==> config.mk <==
export PLATFORM = sky130hd
export DESIGN_NAME = wp_guard
export DESIGN_NICKNAME = d
export VERILOG_FILES = /design/src/rtl/wp_pkg.sv /design/src/rtl/wp_cmd_decode.sv /design/src/rtl/wp_flag_store.sv /design/src/rtl/wp_seq.sv /design/src/rtl/wp_permit.sv /design/src/rtl/wp_guard.sv
export SDC_FILE = /design/constraint.sdc
export NUM_CORES = 1
export LEC_CHECK = 0
export BUFFER_PORTS_ARGS = -buffer_cell sky130_fd_sc_hd__buf_2
export CORE_UTILIZATION = 45
export CTS_CLUSTER_DIAMETER = 100
export DETAILED_ROUTE_END_ITERATION = 10
export HOLD_SLACK_MARGIN = 0.03
export PLACE_DENSITY_LB_ADDON = 0.12
export SKIP_LAST_GASP = 1
export SLEW_MARGIN = 25
export SYNTH_ARGS = -nofsm -noshare
export SYNTH_HDL_FRONTEND = slang
export SYNTH_SLANG_ARGS = --single-unit
==> constraint.sdc <==
create_clock -name clk -period 1.8 [get_ports clk]
set_input_delay 0.18 -clock clk [delete_from_list [all_inputs] [get_ports clk]]
set_output_delay 0.18 -clock clk [all_outputs]
set_load 0.1 [all_outputs]
==> src/rtl/wp_pkg.sv <==
package wp_pkg;

  typedef enum logic [2:0] {
    OP_NONE    = 3'd0,
    OP_SET_R   = 3'd1,
    OP_CLR_R   = 3'd2,
    OP_SET_P   = 3'd3,
    OP_RD_SET  = 3'd4,
    OP_RD_CLR  = 3'd5,
    OP_RD_PERM = 3'd6
  } prot_op_e;

  typedef enum logic [1:0] {
    S_IDLE  = 2'd0,
    S_ARMED = 2'd1,
    S_BUSY  = 2'd2
  } seq_state_e;

  function automatic logic op_modifies(prot_op_e op);
    return (op == OP_SET_R) || (op == OP_CLR_R) || (op == OP_SET_P);
  endfunction

endpackage

==> src/rtl/wp_cmd_decode.sv <==
module wp_cmd_decode
  import wp_pkg::*;
#(
  parameter logic [3:0] DEV_TYPE = 4'b0110
) (
  input  logic [7:0] dev_byte,
  input  logic       hv_a0,
  input  logic       pin_a2,
  input  logic       pin_a1,
  input  logic       pin_a0,
  input  logic       perm_flag,
  input  logic       rev_flag,
  output logic       is_prot,
  output prot_op_e   op,
  output logic       grant
);

  logic rw;
  logic rev_match;
  logic perm_match;

  always_comb begin
    is_prot    = (dev_byte[7:4] == DEV_TYPE);
    rw         = dev_byte[0];
    rev_match  = hv_a0 && !dev_byte[3] && !pin_a2 &&
                 (dev_byte[2] == pin_a1) && dev_byte[1];
    perm_match = !hv_a0 && (dev_byte[3:1] == {pin_a2, pin_a1, pin_a0});
    op         = OP_NONE;
    if (is_prot) begin
      if (rev_match) begin
        unique case ({dev_byte[2], rw})
          2'b00:   op = OP_SET_R;
          2'b01:   op = OP_RD_SET;
          2'b10:   op = OP_CLR_R;
          default: op = OP_RD_CLR;
        endcase
      end else if (perm_match) begin
        op = rw ? OP_RD_PERM : OP_SET_P;
      end
    end
  end

  // ACK policy: the answer mirrors the flag the command concerns
  always_comb begin
    unique case (op)
      OP_SET_R, OP_RD_SET:                      grant = !rev_flag;
      OP_CLR_R, OP_RD_CLR, OP_SET_P, OP_RD_PERM: grant = !perm_flag;
      default:                                  grant = 1'b0;
    endcase
    if (perm_flag) grant = 1'b0;
  end

endmodule

==> src/rtl/wp_flag_store.sv <==
module wp_flag_store #(
  parameter logic PERM_RST = 1'b0,
  parameter logic REV_RST  = 1'b0
) (
  input  logic clk,
  input  logic rst_n,
  input  logic upd_set_r,
  input  logic upd_clr_r,
  input  logic upd_set_p,
  output logic perm_flag,
  output logic rev_flag
);

  logic perm_q, perm_d;
  logic rev_q, rev_d;

  always_comb begin
    perm_d = perm_q | upd_set_p;   // no path back to 0
    rev_d  = rev_q;
    if (upd_set_r)      rev_d = 1'b1;
    else if (upd_clr_r) rev_d = 1'b0;
  end

  always_ff @(posedge clk or negedge rst_n) begin
    if (!rst_n) begin
      perm_q <= PERM_RST;
      rev_q  <= REV_RST;
    end else begin
      perm_q <= perm_d;
      rev_q  <= rev_d;
    end
  end

  assign perm_flag = perm_q;
  assign rev_flag  = rev_q;

endmodule

==> src/rtl/wp_seq.sv <==
module wp_seq
  import wp_pkg::*;
(
  input  logic     clk,
  input  logic     rst_n,
  input  logic     addr_valid,
  input  logic     is_prot,
  input  prot_op_e op,
  input  logic     grant,
  input  logic     wp,
  input  logic     cmd_stop,
  input  logic     bytes_ok,
  input  logic     wcyc_done,
  output logic     resp_valid,
  output logic     resp_ack,
  output logic     wcyc_req,
  output logic     upd_set_r,
  output logic     upd_clr_r,
  output logic     upd_set_p
);

  seq_state_e state_q, state_d;
  prot_op_e   op_q, op_d;
  logic       wps_q, wps_d;
  logic       rv_q, rv_d;
  logic       ra_q, ra_d;
  logic       req_q, req_d;
  logic       commit;

  always_comb begin
    state_d = state_q;
    op_d    = op_q;
    wps_d   = wps_q;
    rv_d    = 1'b0;
    ra_d    = 1'b0;
    req_d   = 1'b0;
    commit  = 1'b0;
    unique case (state_q)
      S_BUSY: begin
        if (addr_valid && is_prot) rv_d = 1'b1;
        if (wcyc_done) begin
          commit  = 1'b1;
          state_d = S_IDLE;
        end
      end
      default: begin
        if (addr_valid) begin
          state_d = S_IDLE;
          if (is_prot) begin
            rv_d = 1'b1;
            ra_d = grant;
            if (grant && op_modifies(op)) begin
              state_d = S_ARMED;
              op_d    = op;
              wps_d   = wp;
            end
          end
        end else if (state_q == S_ARMED) begin
          if (cmd_stop) begin
            state_d = S_IDLE;
            if (bytes_ok && !wps_q && !wp) begin
              state_d = S_BUSY;
              req_d   = 1'b1;
            end
          end else begin
            wps_d = wps_q | wp;
          end
        end
      end
    endcase
  end

  always_comb begin
    upd_set_r = commit && (op_q == OP_SET_R);
    upd_clr_r = commit && (op_q == OP_CLR_R);
    upd_set_p = commit && (op_q == OP_SET_P);
  end

  always_ff @(posedge clk or negedge rst_n) begin
    if (!rst_n) begin
      state_q <= S_IDLE;
      op_q    <= OP_NONE;
      wps_q   <= 1'b0;
      rv_q    <= 1'b0;
      ra_q    <= 1'b0;
      req_q   <= 1'b0;
    end else begin
      state_q <= state_d;
      op_q    <= op_d;
      wps_q   <= wps_d;
      rv_q    <= rv_d;
      ra_q    <= ra_d;
      req_q   <= req_d;
    end
  end

  assign resp_valid = rv_q;
  assign resp_ack   = ra_q;
  assign wcyc_req   = req_q;

endmodule

==> src/rtl/wp_permit.sv <==
module wp_permit #(
  parameter int ADDR_W = 8
) (
  input  logic [ADDR_W-1:0] wr_addr,
  input  logic              wp,
  input  logic              perm_flag,
  input  logic              rev_flag,
  output logic              permit
);

  localparam logic [ADDR_W:0] PROT_LIMIT = (ADDR_W+1)'(1) << (ADDR_W-1);

  logic in_low;

  always_comb begin
    in_low = ({1'b0, wr_addr} < PROT_LIMIT);
    permit = !wp && !(in_low && (perm_flag || rev_flag));
  end

endmodule

==> src/rtl/wp_guard.sv <==
module wp_guard #(
  parameter int         ADDR_W   = 8,
  parameter logic [3:0] DEV_TYPE = 4'b0110,
  parameter logic       PERM_RST = 1'b0,
  parameter logic       REV_RST  = 1'b0
) (
  input  logic              clk,
  input  logic              rst_n,
  input  logic              addr_valid,
  input  logic [7:0]        dev_byte,
  input  logic              hv_a0,
  input  logic              pin_a2,
  input  logic              pin_a1,
  input  logic              pin_a0,
  input  logic              wp,
  input  logic              cmd_stop,
  input  logic              bytes_ok,
  input  logic              wcyc_done,
  input  logic [ADDR_W-1:0] wr_addr,
  output logic              resp_valid,
  output logic              resp_ack,
  output logic              wcyc_req,
  output logic              wr_permit
);

  import wp_pkg::*;

  logic     perm_flag, rev_flag;
  logic     is_prot, grant;
  prot_op_e op;
  logic     upd_set_r, upd_clr_r, upd_set_p;

  wp_cmd_decode #(.DEV_TYPE(DEV_TYPE)) u_dec (
    .dev_byte  (dev_byte),
    .hv_a0     (hv_a0),
    .pin_a2    (pin_a2),
    .pin_a1    (pin_a1),
    .pin_a0    (pin_a0),
    .perm_flag (perm_flag),
    .rev_flag  (rev_flag),
    .is_prot   (is_prot),
    .op        (op),
    .grant     (grant)
  );

  wp_seq u_seq (
    .clk        (clk),
    .rst_n      (rst_n),
    .addr_valid (addr_valid),
    .is_prot    (is_prot),
    .op         (op),
    .grant      (grant),
    .wp         (wp),
    .cmd_stop   (cmd_stop),
    .bytes_ok   (bytes_ok),
    .wcyc_done  (wcyc_done),
    .resp_valid (resp_valid),
    .resp_ack   (resp_ack),
    .wcyc_req   (wcyc_req),
    .upd_set_r  (upd_set_r),
    .upd_clr_r  (upd_clr_r),
    .upd_set_p  (upd_set_p)
  );

  wp_flag_store #(.PERM_RST(PERM_RST), .REV_RST(REV_RST)) u_flags (
    .clk       (clk),
    .rst_n     (rst_n),
    .upd_set_r (upd_set_r),
    .upd_clr_r (upd_clr_r),
    .upd_set_p (upd_set_p),
    .perm_flag (perm_flag),
    .rev_flag  (rev_flag)
  );

  wp_permit #(.ADDR_W(ADDR_W)) u_permit (
    .wr_addr   (wr_addr),
    .wp        (wp),
    .perm_flag (perm_flag),
    .rev_flag  (rev_flag),
    .permit    (wr_permit)
  );

endmodule

==> results by group, run 1 <==
Outcome
  – Run status: complete, no violations

Routing
  – Drt via density: between 5 and 6
  – DRC violations left: 0
  – Pre-antenna DRT Iters: 4
  – Routed vias: roughly 570
  – Total Wirelength: ~1300 um
  – WL/cell: 11.7 um
  – Post-route ant nets: 0
  – Iteration-0 DRC Markers: 7

Synth
  – Yosys cell types: 30
  – Post-synthesis sequential area ratio: about 40%
  – Synth top cells by count: dfrtp_1, nor2_1, inv_1
  – Synth top area cells: dfrtp_1, nor2_1, ha_1, nand4bb_4, o221ai_4
  – EDFF count, synth: 0
  – Cells after Synth: 67
  – Top_reg_cell synth: dfrtp_1
  – YS warnings: 0
  – Synth Register Bits: 11
  – Area leader, netlist: dfrtp_1
  – Synth Cell Area: 694 um^2
  – Area share of the largest cell type after synthesis: 39.6%
  – Syn avg cell area: 10.4 um^2
  – Ys async rst share: 100%
  – Synthesized net count: between 90 and 100

CTS
  – Clock insertion delay at the later pin of the skew report: about 260 ps
  – H-tree lvl count: 1
  – Post-CTS setup buffer count: 0
  – Root Driver: clkbuf_4
  – Clock slew at reported path FFs: 60 ps
  – CTS max path bufs: 2
  – CTS sink count: 11
  – Num CTS Buffers: 3
  – CTS tree: built

Flow run
  – Max Cap Viol: 0

Setup path
  – WP buf/inv: 2
  – Reg2reg setup slack: ~110 ps
  – RR Endpoint: u_seq.op_q[0]
  – WP data required: 1970 ps
  – Reg2reg start: u_seq.state_q[0]
  – Crit path from: u_seq.state_q[0]
  – Worst Reg-to-Reg Cells: 6
  – Critical Path Sink Type: flip-flop
  – Startpoint types: flip-flop
  – Max incr delay on CP: 440 ps
  – Worst Path Arrival: between 1500 and 2000 ps
  – Slowest CP cell: a2111o_1
  – CP Capture Point: u_seq.op_q[0]
  – Worst Setup Path Type: reg -> reg
  – Crit path depth: 6
  – Crit-path cells: inv_1, a2111o_1, nor2_2, o221ai_4, buf_4, o31ai_1
  – Max FO, Critical Path: 5
  – Largest delay contributor family on the critical path: compound AO/OA/AOI/OAI gates

STA
  – Final hold viol count: 0
  – Fmax: 592 MHz
  – Final setup violation count: 0
  – WHS: 149 ps
  – Worst Tran Pin Value: 461 ps
  – Slew HR: slightly below 70%
  – PnR worst setup slack: 111 ps
  – Crit share post-route: about 94%
  – Worst Skew: 5.44 ps
  – RSZ-0062 raised after global routing: false
  – Minimum clock period: 1690 ps
  – Fin Setup TNS: 0 ps
  – Final Slew Violations: 0

Floorplan
  – Row cnt: 13
  – Initial Utilization: 50.8%
  – Die W: just over 40 um
  – Num ports: 31
  – Core footprint: 0.00137 mm^2
  – Die Area: between 0.0015 and 0.002 mm^2
  – Die Y: between 40 and 50 um

Placement
  – PortBufs: 23
  – Final GP Congestion: between 0.7 and 0.8
  – DP Area: ~840 um^2
  – Pre-CTS setup slack: between 30 and 40 ps
  – Dpl hpwl: 1070 um

Pwr
  – Combinational power share: 16.9%
  – Sw frac: between 20% and 30%
  – Internal power: 0.369 mW
  – Pleak: 0.439 nW
  – Pwr Density: 559 mW/mm^2
  – Power share of the sequential group: about half
  – Sw Pwr: 0.120 mW
  – Worst vdd ir: 0.512 mV
  – Clock power frac: 32.1%

Cells and area
  – N_diodes: 0
  – Fin nets: approximately 130
  – Fillcell total: 127
  – Multi-input logic area: 399 um^2
  – Layout cells sized above 1: 38.5%
  – Post-route cell area: approximately 870 um^2
  – Reg area: 275 um^2
  – Layout area overhead: 25.9%
  – Fin util: 64.0%

Global routing
  – GRT overflow: 0
  – GRT Util Overall: 17.9%
  – Largest net degree at the start of global routing: 12
  – First-pass GRT wire length: around 1900 um
  – Initial antenna violation count: 0
  – Number of global-route vias before repair: around 480

Worst hold path
  – Min-Delay Path Class: in -> reg
-- kinds of logic (layout without fill, tap and decap cells) --
kind of cell	after synthesis	count (layout)	share of synthesized area (%)
simple gates	27	27	24.9
compound gates	16	16	20.4
flops	11	11	39.6
buf+inv	6	35	3.24
fa+ha+maj	3	3	5.41
xor+xnor	3	3	4.87
mux	1	1	1.62
-- metrics by stage --
| step | std cells | total power [mW] |
|---|---|---|
| 2_1_floorplan | 67 | 0.297 |
| 3_3_place_gp | 106 | 0.334 |
| 3_5_place_dp | 106 | 0.335 |
| 4_1_cts | 111 | 0.498 |
| 5_1_grt | 111 | 0.520 |
| 6_report | 111 | 0.489 |
-- layout make-up --
class / instances / share of cell area [%]
repair buffers: 25 / 15.2
well taps: 15 / 2.15
flip-flops and latches: 11 / 31.5
clock buffers: 4 / 3.00
multi-input cells: 50 / 45.6
inverters: 6 / 2.58
-- worst min path at each step --
stage | start | to | slack (ps) | cells after the start
after floorplan | rst_n | u_flags.perm_flag | -120 | 0
after global placement | rst_n | u_seq.resp_ack | 50 | 1
after detailed placement | rst_n | u_seq.state_q[0] | 60 | 1
after CTS | addr_valid | u_seq.state_q[0] | 140 | 2
after global routing | addr_valid | u_seq.state_q[0] | 150 | 2
final | addr_valid | u_seq.state_q[0] | 150 | 2
-- cell usage in the layout (no fill, tap or decap), types with 2 or more instances in the layout --
| cell type | n |
|---|---|
| dfrtp_1 | 11 |
| clkbuf_4 | 3 |
| o31ai_1 | 2 |
| buf_2 | 23 |
| inv_1 | 6 |
| nand2_1 | 3 |
| xor2_1 | 2 |
| nor2_1 | 10 |
| nor3_1 | 2 |
| nor2_2 | 2 |
| a21oi_1 | 3 |
| o21ai_0 | 3 |
| ha_1 | 3 |
| and2_2 | 2 |
-- state kept, by name, indices dropped and copies added (netlist names) --
name / flops
u_flags.perm_flag: 1
u_flags.rev_flag: 1
u_seq.op_q: 3
u_seq.resp_ack: 1
u_seq.resp_valid: 1
u_seq.state_q: 2
u_seq.wcyc_req: 1
u_seq.wps_q: 1
-- timing repair --
item	in CTS	in global routing
resized for setup	0	0
endpoints found under the hold margin	11	0
hold buffers	1	0
-- layer usage --
metal  GRT usage, %  wire length, um
met5              0                0
met4           4.84                8
met3           9.78               82
met1           22.7              611
met2           26.2              595
-- power groups by stage --
stage	clock, mW	sequential [mW]	combinational, mW
2_1_floorplan	0	0.257	0.0405
3_3_place_gp	0	0.254	0.0800
3_5_place_dp	0	0.254	0.0813
4_1_cts	0.165	0.249	0.0835
5_1_grt	0.177	0.250	0.0933
6_report	0.157	0.250	0.0827
Note: power is estimated with default switching activity, not from simulation.
==> run 2, diff against run 1 <==
CELL_PAD_IN_SITES_DETAIL_PLACEMENT = 0   (was default)
CELL_PAD_IN_SITES_GLOBAL_PLACEMENT = 1   (was default)
CORE_UTILIZATION = 33   (was 45)
==> results by group, run 2 (synthesized netlist as in run 1, its figures left out) <==
CTS
  – CTS max path bufs: 2 (unchanged)
  – CTS sink count: 11 (unchanged)
  – CTS tree: built (unchanged)
  – Hold buffer count at CTS: 1 (unchanged)
  – Root Driver: clkbuf_4 (unchanged)
  – Clock insertion delay at the later pin of the skew report: 270 ps (was 260 ps)
  – Post-CTS setup buffer count: 0 (unchanged)
  – Clock slew at reported path FFs: 70 ps (was 60 ps)
  – H-tree lvl count: 1 (unchanged)
  – Num CTS Buffers: 3 (unchanged)
  – CTS resizes: 0 (unchanged)

Placement
  – Placed Cells: 119 (was 106)
  – PortBufs: 23 (unchanged)
  – Final GP Congestion: 0.779 (was 0.722)
  – Dpl hpwl: 1120 um (was 1070 um)

Routing
  – Post-route ant nets: 0 (unchanged)
  – DRC violations left: 0 (unchanged)
  – Drt via density: 4.70 (was 5.17)
  – Routed vias: 583 (was 574)
  – Iteration-0 DRC Markers: 3 (was 7)
  – Pre-antenna DRT Iters: 2 (was 4)
  – WL/cell: 11.2 um (was 11.7 um)
  – Total Wirelength: 1380 um (was 1300 um)

Cells and area
  – Layout area overhead: 29.2% (was 25.9%)
  – Fin cells: 124 (was 111)
  – Fillcell total: 205 (was 127)
  – N_diodes: 0 (unchanged)
  – Fin nets: 128 (was 127)
  – Max FFs per register: 3 (unchanged)
  – Register name with the most flops: u_seq.op_q (unchanged)
  – Commonest non-fill, non-tap cell in the layout: buf_2 (unchanged)
  – Layout cells sized above 1: 39.2% (was 38.5%)
  – Most frequent cells in the layout: buf_2, dfrtp_1, nor2_1 (unchanged)
  – Largest regs: u_seq.op_q: 3 flops, u_seq.state_q: 2 flops (unchanged)

Worst hold path
  – Hold path start: addr_valid (unchanged)
  – Worst Hold End: u_seq.state_q[0] (unchanged)
  – Worst Hold Depth: 2 (unchanged)
  – Min-Delay Path Class: in -> reg (unchanged)

Floorplan
  – Core footprint: 0.00196 mm^2 (was 0.00137 mm^2)
  – Die Y: 47.9 um (was 41.3 um)
  – Initial Utilization: 35.4% (was 50.8%)
  – Row cnt: 16 (was 13)
  – Die Area: 0.00229 mm^2 (was 0.00170 mm^2)
  – Die W: 47.9 um (was 41.3 um)
  – Num ports: 31 (unchanged)

Setup path
  – Max FO, Critical Path: 7 (was 5)
  – RR Endpoint: u_seq.op_q[1] (was u_seq.op_q[0])
  – Worst Reg-to-Reg Cells: 5 (was 6)
  – Worst Path Arrival: 1810 ps (was 1860 ps)
  – Critical Path Sink Type: flip-flop (unchanged)
  – Reg2reg start: u_seq.state_q[0] (unchanged)
  – Worst Setup Path Type: reg -> reg (unchanged)
  – Startpoint types: flip-flop (unchanged)
  – Reg2reg setup slack: 150 ps (was 110 ps)
  – WP data required: 1950 ps (was 1970 ps)

Pwr
  – Pleak: 0.445 nW (was 0.439 nW)
  – Final Power: 0.504 mW (was 0.489 mW)
  – Sw frac: 26.8% (was 24.5%)
  – Pwr Density: 562 mW/mm^2 (was 559 mW/mm^2)
  – Sw Pwr: 0.135 mW (was 0.120 mW)
  – Clock power frac: 34.0% (was 32.1%)
  – Combinational power share: 16.6% (was 16.9%)
  – Worst vdd ir: 0.417 mV (was 0.512 mV)
  – Power share of the sequential group: 49.4% (was 51.0%)
  – Internal power: 0.369 mW (about the same)

STA
  – Worst Skew: 0.866 ps (was 5.44 ps)
  – Final hold viol count: 0 (unchanged)
  – Crit share post-route: 91.8% (was 93.9%)
  – Minimum clock period: 1650 ps (was 1690 ps)
  – Fin Setup TNS: 0 ps (unchanged)
  – Slew HR: 68.2% (was 68.9%)
  – Final Slew Violations: 0 (unchanged)
  – Worst Tran Pin Value: 471 ps (was 461 ps)
  – WHS: 145 ps (was 149 ps)
  – Final setup violation count: 0 (unchanged)
  – Fmax: 605 MHz (was 592 MHz)
  – RSZ-0062 raised after global routing: false (unchanged)

Global routing
  – Largest net degree at the start of global routing: 12 (unchanged)
  – First-pass GRT wire length: 2330 um (was 1900 um)
  – Initial antenna violation count: 0 (unchanged)
  – GRT Util Overall: 15.0% (was 17.9%)
  – Number of global-route vias before repair: 509 (was 475)
  – GRT overflow: 0 (unchanged)

Outcome
  – Run status: complete, no violations (unchanged)

Flow run
  – Max Cap Viol: 0 (unchanged)
[run 2: power by group through the flow]
| stage | clock [mW] | sequential, mW | combinational, mW |
|---|---|---|---|
| 6_report | 0.171 | 0.249 | 0.0837 |
| 5_1_grt | 0.194 | 0.249 | 0.0940 |
| 4_1_cts | 0.181 | 0.249 | 0.0852 |
| 3_5_place_dp | 0 | 0.254 | 0.0833 |
| 3_3_place_gp | 0 | 0.254 | 0.0818 |
| 2_1_floorplan | 0 | 0.257 | 0.0405 |
[run 2: area by class of cell]
cell class | count | area [um^2] | share of cell area, %
Clock buffer | 4 | 26.3 | 2.93
Sequential cell | 11 | 275 | 30.7
Multi-Input combinational cell | 50 | 399 | 44.5
Inverter | 6 | 22.5 | 2.51
Timing Repair Buffer | 26 | 140 | 15.6
Tap cell | 27 | 33.8 | 3.77
[run 2: worst max-delay path by stage]
stage                                start            end  slack, ps  depth (start not counted)
after floorplan           u_seq.state_q[0]  u_seq.op_q[1]        240                          5
after global placement         dev_byte[2]  u_seq.op_q[1]         30                          8
after detailed placement       dev_byte[2]  u_seq.op_q[1]         30                          8
after CTS                 u_seq.state_q[0]  u_seq.op_q[1]        130                          5
after global routing      u_seq.state_q[0]  u_seq.op_q[1]         50                          5
final                     u_seq.state_q[0]  u_seq.op_q[1]        150                          5
[run 2: critical path, stage by stage (launching register included)]
cell	delay (ps)
dfrtp_1	370
inv_1	80
a2111o_1	450
nor2_2	160
o221ai_4	150
mux2_1	330
[run 2: stage by stage]
step	util [%]	worst slack, ps	instance area (um^2)
final	45.7	148	897
after global routing	45.7	48.5	897
after CTS	45.7	131	897
after detailed placement	43.9	33.5	861
after global placement	43.9	30.1	861
after floorplan	-	244	697
[run 2: per-layer routing]
layer	vias to the layer above	global-route usage, %	part of all wire [%]
li1	306	-	-
met1	263	22.0	52
met2	14	20.0	43
met3	0	6.79	4.9
met4	0	3.33	0
met5	-	0	0
